### config.mk
export PLATFORM = sky130hd
export DESIGN_NAME = owm_master
export DESIGN_NICKNAME = d
export VERILOG_FILES = /design/src/rtl/owm_pkg.sv /design/src/rtl/owm_datapath.sv /design/src/rtl/owm_control.sv /design/src/rtl/owm_master.sv
export SDC_FILE = /design/constraint.sdc
export NUM_CORES = 1
export LEC_CHECK = 0
export BUFFER_PORTS_ARGS = -buffer_cell sky130_fd_sc_hd__buf_2
export CAP_MARGIN = 40
export CELL_PAD_IN_SITES_DETAIL_PLACEMENT = 0
export CELL_PAD_IN_SITES_GLOBAL_PLACEMENT = 1
export CORE_ASPECT_RATIO = 0.5
export CORE_MARGIN = 2
export CORE_UTILIZATION = 46
export CTS_CLUSTER_SIZE = 30
export DETAILED_ROUTE_END_ITERATION = 10
export GPL_ROUTABILITY_DRIVEN = 0
export PLACE_DENSITY_LB_ADDON = 0.1
export SYNTH_ARGS = -nofsm -noshare
export SYNTH_HDL_FRONTEND = slang
export SYNTH_SLANG_ARGS = --single-unit
### constraint.sdc
create_clock -name clk -period 6.4 [get_ports clk]
set_input_delay 0.96 -clock clk [delete_from_list [all_inputs] [get_ports clk]]
set_output_delay 0.96 -clock clk [all_outputs]
set_load 0.01 [all_outputs]
### src/rtl/owm_pkg.sv
package owm_pkg;

  typedef enum logic [1:0] {
    CMD_NOP   = 2'b00,
    CMD_BIT   = 2'b01,
    CMD_BYTE  = 2'b10,
    CMD_RESET = 2'b11
  } owCmdE;

  // strobes from the sequencer to the datapath
  typedef struct packed {
    logic run;       // engine active, tick generator free-running
    logic pop;       // take head entry, load shift register
    logic sample;    // capture line level for this slot
    logic shift;     // end of slot: shift sampled bit in at the top
    logic writeRx;   // last slot done: publish received byte
    logic presence;  // presence sample point of a reset
  } owStrobeS;

  localparam int T_RST_LOW     = 48;
  localparam int T_RST_SAMPLE  = 57;
  localparam int T_RST_END     = 96;
  localparam int T_SLOT_LOW1   = 1;
  localparam int T_SLOT_LOW0   = 6;
  localparam int T_SLOT_SAMPLE = 2;
  localparam int T_SLOT_END    = 8;

endpackage

### src/rtl/owm_datapath.sv
module owm_datapath
  import owm_pkg::*;
#(
  parameter int FIFO_LOG2 = 1,
  parameter int DIV_W     = 8
) (
  input  logic        clk,
  input  logic        rstN,
  input  logic        regWe,
  input  logic        regRe,
  input  logic        regAddr,
  input  logic [31:0] regWdata,
  output logic [31:0] regRdata,
  input  logic        busIn,
  input  logic        engineActive,
  input  owStrobeS    st,
  output logic        enable,
  output logic        tick,
  output logic        fifoEmpty,
  output owCmdE       headCmd,
  output logic        txBit,
  output logic        busSync
);

  localparam int DEPTH  = 1 << FIFO_LOG2;
  localparam int CNT_W  = FIFO_LOG2 + 1;
  localparam int PRE_W  = DIV_W + 5;
  localparam int ENTRY_W = 10;

  logic             enableR;
  logic [1:0]       prescSel;
  logic [DIV_W-1:0] clkDiv;
  logic             ctrlWr, dcmdWr, clearPulse, flush, push, full;
  logic             unusedBits;

  assign unusedBits = ^regWdata[31:12];
  assign ctrlWr     = regWe && !regAddr;
  assign dcmdWr     = regWe && regAddr;
  assign clearPulse = ctrlWr && regWdata[1];
  assign flush      = clearPulse || !enableR;
  assign enable     = enableR;

  always_ff @(posedge clk or negedge rstN) begin
    if (!rstN) begin
      enableR  <= 1'b0;
      prescSel <= '0;
      clkDiv   <= '0;
    end else if (ctrlWr) begin
      enableR  <= regWdata[0];
      prescSel <= regWdata[3:2];
      clkDiv   <= regWdata[4 +: DIV_W];
    end
  end

  // two-flop synchroniser, idle line reads high
  logic [1:0] syncQ;
  always_ff @(posedge clk or negedge rstN) begin
    if (!rstN) syncQ <= 2'b11;
    else       syncQ <= {syncQ[0], busIn};
  end
  assign busSync = syncQ[1];

  // base tick: restarts whenever the engine goes idle
  logic [PRE_W-1:0] preCnt, tickLimit;
  logic [2:0]       shAmt;
  assign shAmt     = {1'b0, prescSel} + 3'd1;
  assign tickLimit = (({{(PRE_W-DIV_W){1'b0}}, clkDiv} + PRE_W'(1)) << shAmt) - PRE_W'(1);
  assign tick      = st.run && (preCnt == tickLimit);

  always_ff @(posedge clk or negedge rstN) begin
    if (!rstN)                preCnt <= '0;
    else if (!st.run || tick) preCnt <= '0;
    else                      preCnt <= preCnt + PRE_W'(1);
  end

  // command queue
  logic [ENTRY_W-1:0]   mem [DEPTH];
  logic [FIFO_LOG2-1:0] wrPtr, rdPtr;
  logic [CNT_W-1:0]     fifoCnt;

  assign full      = (fifoCnt == CNT_W'(DEPTH));
  assign fifoEmpty = (fifoCnt == '0);
  assign push      = dcmdWr && !flush && !full && (regWdata[9:8] != CMD_NOP);
  assign headCmd   = owCmdE'(mem[rdPtr][9:8]);

  always_ff @(posedge clk) begin
    if (push) mem[wrPtr] <= regWdata[ENTRY_W-1:0];
  end

  always_ff @(posedge clk or negedge rstN) begin
    if (!rstN) begin
      wrPtr <= '0; rdPtr <= '0; fifoCnt <= '0;
    end else if (flush) begin
      wrPtr <= '0; rdPtr <= '0; fifoCnt <= '0;
    end else begin
      if (push)   wrPtr <= wrPtr + FIFO_LOG2'(1);
      if (st.pop) rdPtr <= rdPtr + FIFO_LOG2'(1);
      fifoCnt <= fifoCnt + CNT_W'(push) - CNT_W'(st.pop);
    end
  end

  // shift register and results
  logic [7:0] shReg, shNext, rxData;
  logic       sampleBit, rxAvail, presenceR;
  assign shNext = {sampleBit, shReg[7:1]};
  assign txBit  = shReg[0];

  always_ff @(posedge clk or negedge rstN) begin
    if (!rstN) begin
      shReg <= '0; sampleBit <= 1'b1; rxData <= '0; rxAvail <= 1'b0; presenceR <= 1'b0;
    end else begin
      if (st.pop)        shReg <= mem[rdPtr][7:0];
      else if (st.shift) shReg <= shNext;
      if (st.sample)     sampleBit <= busSync;
      if (st.presence)   presenceR <= !busSync;
      if (st.writeRx)    rxData <= shNext;
      if (st.writeRx)                        rxAvail <= 1'b1;
      else if ((regRe && regAddr) || clearPulse) rxAvail <= 1'b0;
    end
  end

  always_comb begin
    if (regAddr)
      regRdata = {21'd0, presenceR, 2'd0, rxData};
    else
      regRdata = {engineActive || !fifoEmpty, busSync, rxAvail, full, 9'd0,
                  4'(FIFO_LOG2), 3'd0, clkDiv, prescSel, 1'b0, enableR};
  end

  p_tick_gap_r3: assert property (@(posedge clk) disable iff (!rstN)
    tick |=> !tick);
  p_fifo_bound_r8: assert property (@(posedge clk) disable iff (!rstN)
    fifoCnt <= CNT_W'(DEPTH));
  p_rx_flag_r7: assert property (@(posedge clk) disable iff (!rstN)
    st.writeRx |=> rxAvail);

endmodule

### src/rtl/owm_control.sv
module owm_control
  import owm_pkg::*;
#(
  parameter int RST_LOW     = T_RST_LOW,
  parameter int RST_SAMPLE  = T_RST_SAMPLE,
  parameter int RST_END     = T_RST_END,
  parameter int SLOT_LOW1   = T_SLOT_LOW1,
  parameter int SLOT_LOW0   = T_SLOT_LOW0,
  parameter int SLOT_SAMPLE = T_SLOT_SAMPLE,
  parameter int SLOT_END    = T_SLOT_END
) (
  input  logic     clk,
  input  logic     rstN,
  input  logic     enable,
  input  logic     tick,
  input  logic     fifoEmpty,
  input  owCmdE    headCmd,
  input  logic     txBit,
  output owStrobeS st,
  output logic     engineActive,
  output logic     busDriveLow
);

  localparam int TICK_W = $clog2(RST_END);

  typedef enum logic [1:0] {S_IDLE, S_RESET, S_SLOT} stateE;

  stateE             state;
  logic [TICK_W-1:0] tickCnt, lowLen;
  logic [2:0]        bitIdx;
  logic              byteOp, start, slotEnd, lastSlot;

  assign start    = (state == S_IDLE) && enable && !fifoEmpty;
  assign slotEnd  = (state == S_SLOT) && tick && (tickCnt == TICK_W'(SLOT_END - 1));
  assign lastSlot = !byteOp || (bitIdx == 3'd7);

  always_comb begin
    st          = '0;
    st.run      = (state != S_IDLE);
    st.pop      = start;
    st.sample   = enable && (state == S_SLOT) && tick && (tickCnt == TICK_W'(SLOT_SAMPLE));
    st.shift    = enable && slotEnd;
    st.writeRx  = enable && slotEnd && lastSlot;
    st.presence = enable && (state == S_RESET) && tick && (tickCnt == TICK_W'(RST_SAMPLE));
  end

  assign lowLen       = (state == S_RESET) ? TICK_W'(RST_LOW)
                      : (txBit ? TICK_W'(SLOT_LOW1) : TICK_W'(SLOT_LOW0));
  assign busDriveLow  = (state != S_IDLE) && (tickCnt < lowLen);
  assign engineActive = (state != S_IDLE);

  always_ff @(posedge clk or negedge rstN) begin
    if (!rstN) begin
      state <= S_IDLE; tickCnt <= '0; bitIdx <= '0; byteOp <= 1'b0;
    end else if (!enable) begin
      state <= S_IDLE; tickCnt <= '0;
    end else begin
      case (state)
        S_IDLE: if (start) begin
          state   <= (headCmd == CMD_RESET) ? S_RESET : S_SLOT;
          byteOp  <= (headCmd == CMD_BYTE);
          bitIdx  <= '0;
          tickCnt <= '0;
        end
        S_RESET: if (tick) begin
          if (tickCnt == TICK_W'(RST_END - 1)) begin
            state <= S_IDLE; tickCnt <= '0;
          end else tickCnt <= tickCnt + TICK_W'(1);
        end
        S_SLOT: if (tick) begin
          if (slotEnd) begin
            tickCnt <= '0;
            if (lastSlot) state <= S_IDLE;
            else          bitIdx <= bitIdx + 3'd1;
          end else tickCnt <= tickCnt + TICK_W'(1);
        end
        default: state <= S_IDLE;
      endcase
    end
  end

  p_abort_release_r10: assert property (@(posedge clk) disable iff (!rstN)
    $fell(enable) |=> !busDriveLow);
  p_reset_no_rx_r4: assert property (@(posedge clk) disable iff (!rstN)
    (state == S_RESET) |-> !st.writeRx && !st.shift);

endmodule

### src/rtl/owm_master.sv
module owm_master
  import owm_pkg::*;
#(
  parameter int FIFO_LOG2 = 1
) (
  input  logic        clk,
  input  logic        rstN,
  input  logic        regWe,
  input  logic        regRe,
  input  logic        regAddr,
  input  logic [31:0] regWdata,
  output logic [31:0] regRdata,
  input  logic        busIn,
  output logic        busDriveLow
);

  owStrobeS st;
  owCmdE    headCmd;
  logic     enable, tick, fifoEmpty, txBit, busSync, engineActive;

  owm_datapath #(.FIFO_LOG2(FIFO_LOG2), .DIV_W(8)) u_dp (
    .clk(clk), .rstN(rstN), .regWe(regWe), .regRe(regRe), .regAddr(regAddr),
    .regWdata(regWdata), .regRdata(regRdata), .busIn(busIn),
    .engineActive(engineActive), .st(st), .enable(enable), .tick(tick),
    .fifoEmpty(fifoEmpty), .headCmd(headCmd), .txBit(txBit), .busSync(busSync)
  );

  owm_control u_ctl (
    .clk(clk), .rstN(rstN), .enable(enable), .tick(tick), .fifoEmpty(fifoEmpty),
    .headCmd(headCmd), .txBit(txBit), .st(st), .engineActive(engineActive),
    .busDriveLow(busDriveLow)
  );

  p_sense_low_r13: assert property (@(posedge clk) disable iff (!rstN)
    (!busIn && $past(!busIn) && $past(!busIn, 2)) |-> !busSync);

endmodule

==> metrics <==
outcome=complete, no violations; total track usage=21.8%; first-pass GRT wire length=23400 um; Worst path max stage delay=590 ps; synthesis-to-finish area growth=7.49%; Num CTS Buffers=9; Top Ports=71; sequential fraction of the synthesis area=37.4%; H-Tree Depth=3; worst endpoint required time=6620 ps; Unique masters post-synth=84; Synth Instances=604; vias in the first global route=4470; shortest period the worst path allows=5130 ps; via count=4509; chip width=162 um; met3 Track Usage GR=4.10%; via density per instance=5.71; nets@finish=675; slowest CP cell=dfrtp_1; Worst VDD drop=0.128 mV; Max Buffers Root-to-Sink=2; RR Startpoint=u_dp.clkDiv[1]$_DFFE_PN0P_; Setup CP Type=register to register; DP Wirelength=9930 um; total iterations of the first detailed-routing run=5; Non-Filler Instances=789; number of flops mapped to enable cells by yosys=20; CP dominant cell by count=a21oi_1; Starting Density=48.0%; worst-margin pin slew=811 ps; overall routed net length=14000 um; Fin. Hold Viols=0; dpl cells=773; busiest grt layer=met2; Mean Syn Cell Area=9.54 sq um; Die Ht=83.1 um; Port Buffer Count=35; Setup-failing EPs final=0; CTS tree=done; drt drc=0; worst min path class=register to register; largest net degree at the start of global routing=63; initial antenna violation count=0; Synth Flop Type=dfrtp_1; M1 GR Usage=30.0%; setup TNS=0 ps; yosys warns=0; fraction of registers with async set/reset=75.6%; CP Cell Sequence=ha_1 > and4_1 > a21oi_1 > o311ai_1 > a21oi_1 > or3_1 > a221o_1 > o32a_1 > a211o_1 > nor4_4 > buf_4 > and2b_2 > mux2_4; Worst-path clk slew=60 ps; 1st-iter DRT viols=305; Min-Delay Startpoint=u_dp.syncQ[0]$_DFF_PN1_; DR WL/cell=17.7 um; relative slew slack=44.5%; Post-CTS Hold Buffers=0; post-CTS setup buffer count=0; Slew Limit Fails=0; ANT cells=0; number of routed nets with antenna violations=0; crit start category=register; Lkg Pwr=2.49 nW; Max Freq=0.195 GHz; power per cell area=264 nW/um^2; clock latency on the worst-skew pair=340 ps; RSZ-0062 raised after global routing=no; post-cts gate resize count=0; Yosys reg bits=82; clock root buffer=clkbuf_16; Crit Path Max Fanout=10; max_cap viols=0; GRT Residual Overflow=0; area of the core=12000 sq um; fin crit share=80.2%; clock sinks=82; most frequent cells in the layout=dfrtp_1 (59), nor2_1 (41), nand2_1 (37); met2 Resource Use GR=36.1%; commonest non-fill, non-tap cell in the layout=dfrtp_1; DIE AREA=13500 sq um; layout cells sized above 1=17.0%; clk_skew=6.10 ps; Cell Area, Synth=5760 sq um; Worst Setup SP=u_dp.clkDiv[1]$_DFFE_PN0P_; critical path endpoint category=register; CP Data Arrival Time=5350 ps; row count=28
-- registers in the layout, summed over array words and instances (netlist names), 2 cells and up --
signal         cells
u_dp.fifoCnt       2
u_dp.syncQ         2
u_dp.mem          20
u_dp.prescSel      2
u_dp.rxData        8
u_dp.preCnt       13
u_ctl.bitIdx       3
u_ctl.state        2
u_dp.shReg         8
u_dp.clkDiv        8
u_ctl.tickCnt      7
-- cell usage after synthesis (all sizes together) (18+ instances only) --
library cell	count	area share, %
mux2	21	4.6
nor2b	19	2.1
inv	27	1.8
dfrtp	59	26
edfxtp	20	10
o21ai	25	2.2
buf	37	4.8
a21oi	22	1.9
nand3	26	2.3
nor2	41	2.7
nand2	37	2.4
ha	18	3.9
-- layer usage --
metal,vias to the layer above,part of all wire (%)
met4,0,0.92
li1,2236,-
met3,15,4.7
met2,89,47
met1,2169,48
met5,-,0
-- layout make-up --
class	instances	area, sq um
fillers	1144	5820
multi-input cells	456	3220
flip-flops and latches	82	2160
clock buffers	13	250
repair buffers	43	235
well taps	165	206
inverters	27	101
clock inverters	3	23.8
-- power breakdown --
| part | total, mW | internal, mW | switching [mW] |
|---|---|---|---|
| combinational | 0.507 | 0.202 | 0.305 |
| clock | 0.490 | 0.276 | 0.214 |
| sequential | 0.636 | 0.580 | 0.0559 |
| total | 1.63 | 1.06 | 0.576 |
-- per-stage QoR --
stage	hold slack, ps	worst slack, ps	cell area [sq um]	utilization (%)	total power [mW]
2_1_floorplan	345	1860	5820	-	1.04
3_3_place_gp	346	1270	5910	49.2	1.15
3_5_place_dp	347	1320	5920	49.3	1.15
4_1_cts	356	1250	6190	51.6	1.65
5_1_grt	360	1000	6190	51.6	1.74
6_report	356	1270	6190	51.6	1.63
-- logic make-up (layout without fill, tap and decap cells) --
group                    after synthesis  count (layout)  share of synthesized area (%)
AO/OA/AOI/OAI                        147             147                           19.1
XOR/XNOR                              28              28                           4.26
adder cells (fa/ha/maj)               18              18                           3.91
buffers and inverters                 80              86                           7.60
flip-flops                            82              82                           37.4
multiplexers                          38              38                           7.58
other                                  1              15                         0.0651
AND/OR/NAND/NOR                      210             210                           20.1
-- worst paths after layout --
check                                                   end  slack, ps  cells after the start
worst min-delay path                u_dp.syncQ[1]$_DFF_PN1_        360                      0
worst max register to register   u_dp.rxData[4]$_DFFE_PN0P_       1270                     13
worst min register to register      u_dp.syncQ[1]$_DFF_PN1_        360                      0
worst max-delay path             u_dp.rxData[4]$_DFFE_PN0P_       1270                     13
max in group asynchronous        u_dp.clkDiv[6]$_DFFE_PN0P_       5040                      2
min in group asynchronous       u_ctl.bitIdx[2]$_DFFE_PN0P_        790                      2
-- worst max-delay path, delay by kind of cell, from the launching register on --
family	cells	cell delay [ps]
adders and majority gates	1	490
muxes	1	340
buffers and inverters	1	230
DFF	1	590
and+or+nand+nor	4	1380
AOI/OAI and AO/OA	6	1970
(Power assumes the default switching activity.)
